`config.mk`:
```
export PLATFORM = sky130hd
export DESIGN_NAME = sar_serial_seq
export DESIGN_NICKNAME = d
export VERILOG_FILES = /design/src/rtl/sar_seq_pkg.sv /design/src/rtl/edge_sync.sv /design/src/rtl/sar_frame_ctrl.sv /design/src/rtl/sar_serial_seq.sv
export SDC_FILE = /design/constraint.sdc
export NUM_CORES = 1
export LEC_CHECK = 0
export BUFFER_PORTS_ARGS = -buffer_cell sky130_fd_sc_hd__buf_2
export CORE_MARGIN = 2
export CORE_UTILIZATION = 55
export CTS_BUF_LIST = sky130_fd_sc_hd__clkbuf_4
export CTS_CLUSTER_SIZE = 40
export DETAILED_ROUTE_END_ITERATION = 12
export PLACE_DENSITY = 0.81
export SLEW_MARGIN = 20
export SYNTH_ARGS = -nofsm -noshare
export SYNTH_HDL_FRONTEND = slang
export SYNTH_HIERARCHICAL = 1
export SYNTH_SLANG_ARGS = --single-unit
```
`constraint.sdc`:
```
create_clock -name clk -period 6 [get_ports clk]
set_input_delay 0.6 -clock clk [delete_from_list [all_inputs] [get_ports clk]]
set_output_delay 0.6 -clock clk [all_outputs]
set_load 0.05 [all_outputs]
```
`src/rtl/sar_seq_pkg.sv`:
```
package sar_seq_pkg;

  typedef enum logic [1:0] {
    PWR_ACTIVE    = 2'd0,
    PWR_CONV_IDLE = 2'd1,
    PWR_FULL_DOWN = 2'd2
  } pwr_e;

  typedef enum logic [1:0] {
    SQ_IDLE,
    SQ_ACQ,
    SQ_SHIFT,
    SQ_DONE
  } seq_e;

endpackage

```
`src/rtl/edge_sync.sv`:
```
module edge_sync #(
  parameter int   STAGES    = 2,
  parameter logic RESET_VAL = 1'b0
) (
  input  logic clk,
  input  logic rst,
  input  logic din,
  output logic level,
  output logic fall
);

  logic [STAGES-1:0] chain;
  logic              prev;

  generate
    if (STAGES == 1) begin : g_one
      always_ff @(posedge clk) begin
        if (rst) chain <= RESET_VAL;
        else     chain <= din;
      end
    end else begin : g_many
      always_ff @(posedge clk) begin
        if (rst) chain <= {STAGES{RESET_VAL}};
        else     chain <= {chain[STAGES-2:0], din};
      end
    end
  endgenerate

  always_ff @(posedge clk) begin
    if (rst) prev <= RESET_VAL;
    else     prev <= chain[STAGES-1];
  end

  assign level = chain[STAGES-1];
  assign fall  = prev & ~chain[STAGES-1];

  AST_FALL_SINGLE: assert property (@(posedge clk) disable iff (rst)
    fall |=> !fall);

endmodule

```
`src/rtl/sar_frame_ctrl.sv`:
```
module sar_frame_ctrl
  import sar_seq_pkg::*;
#(
  parameter int WIDTH     = 12,
  parameter int ACQ_FALLS = 2
) (
  input  logic             clk,
  input  logic             rst,
  input  logic             cs_high,
  input  logic             cs_fall,
  input  logic             sclk_fall,
  input  logic [WIDTH-1:0] sample,
  output logic             sdo,
  output logic             sdo_oe,
  output pwr_e             pwr
);

  localparam int FRAME_LEN = 2 * WIDTH;
  localparam int CNT_W     = $clog2(FRAME_LEN + 1);
  localparam int IDX_W     = (WIDTH > 1) ? $clog2(WIDTH) : 1;

  seq_e             state;
  logic [CNT_W-1:0] cnt;
  logic [CNT_W-1:0] nxt;
  logic [CNT_W-1:0] sel_wide;
  logic [IDX_W-1:0] bit_idx;
  logic [WIDTH-1:0] word;

  always_comb begin
    nxt = cnt + 1'b1;
    if (nxt <= CNT_W'(WIDTH)) sel_wide = CNT_W'(WIDTH) - nxt;
    else                      sel_wide = nxt - CNT_W'(WIDTH);
    bit_idx = IDX_W'(sel_wide);
  end

  always_ff @(posedge clk) begin
    if (rst) begin
      state  <= SQ_IDLE;
      cnt    <= '0;
      word   <= '0;
      sdo    <= 1'b0;
      sdo_oe <= 1'b0;
      pwr    <= PWR_FULL_DOWN;
    end else if (cs_high) begin
      state  <= SQ_IDLE;
      cnt    <= '0;
      sdo    <= 1'b0;
      sdo_oe <= 1'b0;
      pwr    <= PWR_FULL_DOWN;
    end else if (cs_fall) begin
      state  <= SQ_ACQ;
      cnt    <= '0;
      word   <= sample;
      sdo    <= 1'b0;
      sdo_oe <= 1'b0;
      pwr    <= PWR_ACTIVE;
    end else if (sclk_fall) begin
      case (state)
        SQ_ACQ: begin
          if (nxt == CNT_W'(ACQ_FALLS)) begin
            state  <= SQ_SHIFT;
            cnt    <= '0;
            sdo    <= 1'b0;
            sdo_oe <= 1'b1;
          end else begin
            cnt <= nxt;
          end
        end
        SQ_SHIFT: begin
          if (nxt == CNT_W'(FRAME_LEN)) begin
            state  <= SQ_DONE;
            sdo    <= 1'b0;
            sdo_oe <= 1'b0;
            pwr    <= PWR_CONV_IDLE;
          end else begin
            cnt <= nxt;
            sdo <= word[bit_idx];
          end
        end
        default: ;
      endcase
    end
  end

  AST_CS_HIGH_RELEASE: assert property (@(posedge clk) disable iff (rst)
    cs_high |=> (!sdo_oe && pwr == PWR_FULL_DOWN));
  AST_NULL_LEADS: assert property (@(posedge clk) disable iff (rst)
    $rose(sdo_oe) |-> !sdo);
  AST_EDGE_ONLY: assert property (@(posedge clk) disable iff (rst)
    (!sclk_fall && !cs_high && !cs_fall) |=> ($stable(sdo) && $stable(sdo_oe)));
  AST_IDLE_RELEASED: assert property (@(posedge clk) disable iff (rst)
    (pwr == PWR_CONV_IDLE) |-> !sdo_oe);
  AST_NO_SELF_START: assert property (@(posedge clk) disable iff (rst)
    (state == SQ_DONE && !cs_fall) |=> (state != SQ_ACQ));

endmodule

```
`src/rtl/sar_serial_seq.sv`:
```
module sar_serial_seq
  import sar_seq_pkg::*;
#(
  parameter int WIDTH       = 12,
  parameter int SYNC_STAGES = 2,
  parameter int ACQ_FALLS   = 2
) (
  input  logic             clk,
  input  logic             rst,
  input  logic             sclk_in,
  input  logic             cs_n_in,
  input  logic [WIDTH-1:0] sample_in,
  output logic             sdo,
  output logic             sdo_oe,
  output logic [1:0]       pwr_state
);

  logic cs_level, cs_fall, sclk_level, sclk_fall;
  pwr_e pwr;

  edge_sync #(.STAGES(SYNC_STAGES), .RESET_VAL(1'b1)) u_cs_sync (
    .clk(clk), .rst(rst), .din(cs_n_in), .level(cs_level), .fall(cs_fall)
  );

  edge_sync #(.STAGES(SYNC_STAGES), .RESET_VAL(1'b0)) u_sclk_sync (
    .clk(clk), .rst(rst), .din(sclk_in), .level(sclk_level), .fall(sclk_fall)
  );

  sar_frame_ctrl #(.WIDTH(WIDTH), .ACQ_FALLS(ACQ_FALLS)) u_ctrl (
    .clk(clk), .rst(rst), .cs_high(cs_level), .cs_fall(cs_fall),
    .sclk_fall(sclk_fall & ~cs_level), .sample(sample_in),
    .sdo(sdo), .sdo_oe(sdo_oe), .pwr(pwr)
  );

  assign pwr_state = pwr;

  AST_FULLDOWN_TRACKS_CS: assert property (@(posedge clk) disable iff (rst)
    (cs_level && sclk_level) |=> (pwr_state == 2'd2));

endmodule

```
==> key figures <==
Outcome
  – Status: finished clean

Timing
  – Fin. max-slew vios: 0
  – Upper clock frequency limit: 0.327 GHz
  – Setup Skew: 0.00866 ns
  – Minimum clock period: 3.06 ns
  – Final Cycle Share: 51.0%
  – Unrepaired setup endpoints after global routing: false
  – Slew HR: 47.8%
  – Setup TNS: 0 ns
  – Worst-Margin Slew: 0.782 ns
  – Final setup viols: 0
  – Hold Vio Cnt, Final: 0

Floorplan
  – Boundary Pins: 20
  – Core Rows: 20
  – Die area: 3550 sq um
  – Die height: 59.6 microns
  – Die Wd: 59.6 microns
  – Placeable Area: 3000 sq um
  – Initial core utilization: 56.7%

Clock tree
  – Latest clock arrival within the worst-skew pair: 0.32 ns
  – TritonCTS Buffers: 5
  – CTS clock-pin slew for the worst setup and hold paths: 0.10 ns
  – Max clock buf depth: 2
  – CTS tree: done
  – Sink Count: 29
  – Root Buffer: clkbuf_4
  – Post-cts repair resize count: 0
  – Post-CTS setup buffer count: 0
  – Post-cts hold buffer count: 0
  – H-tree lvl count: 2

Yosys
  – Area contributors post-synth: dfxtp_1 (34%), nand2_1 (7.3%), a21oi_1 (5.0%)
  – Synth area leader: dfxtp_1
  – Syn_area_per_cell: 8.55 sq um
  – Count of cell types in the netlist: 55
  – Count leader, synth: nand2_1
  – Synth top area share: 34.1%
  – Top post-synthesis cells by count: nand2_1 (33), dfxtp_1 (29), a21oi_1 (17)
  – Syn Nets: 221
  – Ys flop type: dfxtp_1
  – Number of synthesized flops with an enable pin: 0
  – Mapped Cells: 199
  – Ys async rst share: 0%
  – Cell area after synthesis: 1700 sq um
  – Yosys Warn Count: 6
  – Sequential area share after synthesis: 34.1%
  – Seq cells post-synth: 29

Finish
  – Ant diodes: 0
  – Core Util, Final: 61.1%
  – Final nets: 237
  – Share of cells above drive strength 1: 20.4%
  – Filler cells: 274
  – Syn-to-layout area delta: 7.79%
  – Post-route cell area: 1830 sq um

Place
  – Placer Congestion: 0.764
  – Port Buffer Count: 19
  – Hpwl dp: 2330 microns
  – Placed standard-cell area: 1760 sq um

Setup path
  – Critical path peak fanout: 17
  – Critical Path RT: 6.22 ns
  – CP Class: reg -> reg
  – WP data arrival: 3.28 ns
  – Setup crit end kind: flop
  – CP Launch Type: flop

Global routing
  – First-pass GRT wire length: 5860 microns
  – Antenna violations before repair: 0
  – All-Layer GR Usage: 21.8%
  – Pin count of the biggest net entering global routing: 23
  – Grt ovf: 0
  – Number of global-route vias before repair: 1387

Power and ir drop
  – Internal Dissipation: 0.000292 W
  – Power per Cell Area: 200 nW/um^2
  – Worst ir drop on vdd: 0.185 mV
  – Sw Pwr: 0.0000758 W
  – Cell leakage power: 0.673 nW
  – Clk network pwr share: 43.5%
  – Comb pwr share: 3.2%
  – Power share of the sequential group: 53.3%
  – Final Power: 0.000367 W
  – Switching fraction of total power: 20.6%

Detailed routing
  – Post-route ant nets: 0
  – Total wire length: 3340 microns
  – Via count: 1430
  – Pre-Repair DR Iteration Count: 4
  – # DRC: 0
  – Vias/cell: 5.74
  – DR iter-0 viols: 56
  – Wire per inst: 13.4 microns

Worst hold path
  – Worst hold path class: reg -> reg

Job
  – Max-Cap Viols: 0
-- flip-flops by register name (all words and copies together), names as in the netlist --
| register | cells |
|---|---|
| u_ctrl/sdo | 1 |
| u_ctrl/sdo_oe | 1 |
| u_cs_sync/prev | 1 |
| u_sclk_sync/prev | 1 |
| u_sclk_sync/chain | 2 |
| u_cs_sync/chain | 2 |
| u_ctrl/word | 12 |
| u_ctrl/cnt | 5 |
| u_ctrl/pwr | 2 |
| u_ctrl/state | 2 |
-- worst paths after layout --
path	to	startpoint	slack [ns]	cells past startpoint
worst min register to register	u_cs_sync/chain[1]$_SDFF_PP1_	u_cs_sync/chain[0]$_SDFF_PP1_	0.42	1
worst min-delay path	u_cs_sync/chain[1]$_SDFF_PP1_	u_cs_sync/chain[0]$_SDFF_PP1_	0.42	1
worst max-delay path	u_ctrl/sdo$_SDFFE_PP0P_	u_ctrl/cnt[0]$_SDFFE_PP0P_	2.94	10
worst max register to register	u_ctrl/sdo$_SDFFE_PP0P_	u_ctrl/cnt[0]$_SDFFE_PP0P_	2.94	10
-- worst max-delay path, stage by stage (launching register included) --
cell      delay [ns]
dfxtp_1         0.70
ha_1            0.58
xor2_2          0.25
ha_1            0.21
nand2_1         0.09
a211oi_2        0.27
or3_1           0.17
nand2_1         0.08
o311a_1         0.30
o211ai_1        0.20
o211ai_2        0.09
-- power by group through the flow --
stage               registers [W]   logic [W]  clock network, W
finish                   0.000196   0.0000117          0.000160
global route             0.000196   0.0000133          0.000170
CTS                      0.000196   0.0000118          0.000164
detailed placement       0.000200   0.0000116                 0
global placement         0.000200   0.0000113                 0
floorplan                0.000200  0.00000538                 0
-- logic make-up (layout without fill, tap and decap cells) --
group / after synthesis / after routing / share of synthesized area [%]
DFF: 29 / 29 / 34.1
adders and majority gates: 6 / 6 / 4.41
buffers and inverters: 20 / 37 / 7.06
and+or+nand+nor: 85 / 85 / 26.9
AOI/OAI and AO/OA: 46 / 46 / 19.0
xor gates and xnor gates: 7 / 7 / 4.93
muxes: 6 / 6 / 3.53
-- final cells by class --
cell class	count	area (sq um)	area share, %
inverter	10	37.5	2.05
clock inverter	2	33.8	1.84
clock buffer	6	45.0	2.46
tap	33	41.3	2.25
timing repair buffer	19	95.1	5.18
multi-input combinational	150	1000	54.6
sequential	29	581	31.7
-- placed cells by master (no fill, tap or decap), types with 2 or more instances in the layout --
cell type,Yosys,final
or2_1,4,4
nor2_1,11,11
nor3_1,3,3
dfxtp_1,29,29
mux2i_1,6,6
o21ai_1,3,3
or3_1,3,3
inv_1,9,9
ha_1,6,6
nand4_1,3,3
nor2b_1,7,7
nand3b_1,2,2
xor2_2,2,2
nand2_1,33,33
o22ai_1,2,2
buf_2,0,19
a22oi_1,3,3
nand3_1,3,3
clkbuf_4,0,6
a211oi_1,3,3
nand2b_1,3,3
a21oi_1,17,17
o21ai_0,4,4
xnor2_1,3,3
-- per-layer routing --
metal	GRT usage [%]	vias to the layer above	routed length [microns]
met1	27.7	669	1570
met3	4.80	7	108
li1	-	720	-
met4	10.5	0	60
met5	0	-	0
met2	34.9	34	1600
-- metrics by stage --
stage / hold WS [ns] / instances / setup slack [ns]
2_1_floorplan: 0.385 / 199 / 3.58
3_5_place_dp: 0.403 / 241 / 2.98
5_1_grt: 0.440 / 249 / 2.70
6_report: 0.419 / 249 / 2.94
4_1_cts: 0.425 / 249 / 2.98
3_3_place_gp: 0.388 / 241 / 3.09
Power figures use the tool's default switching activity.
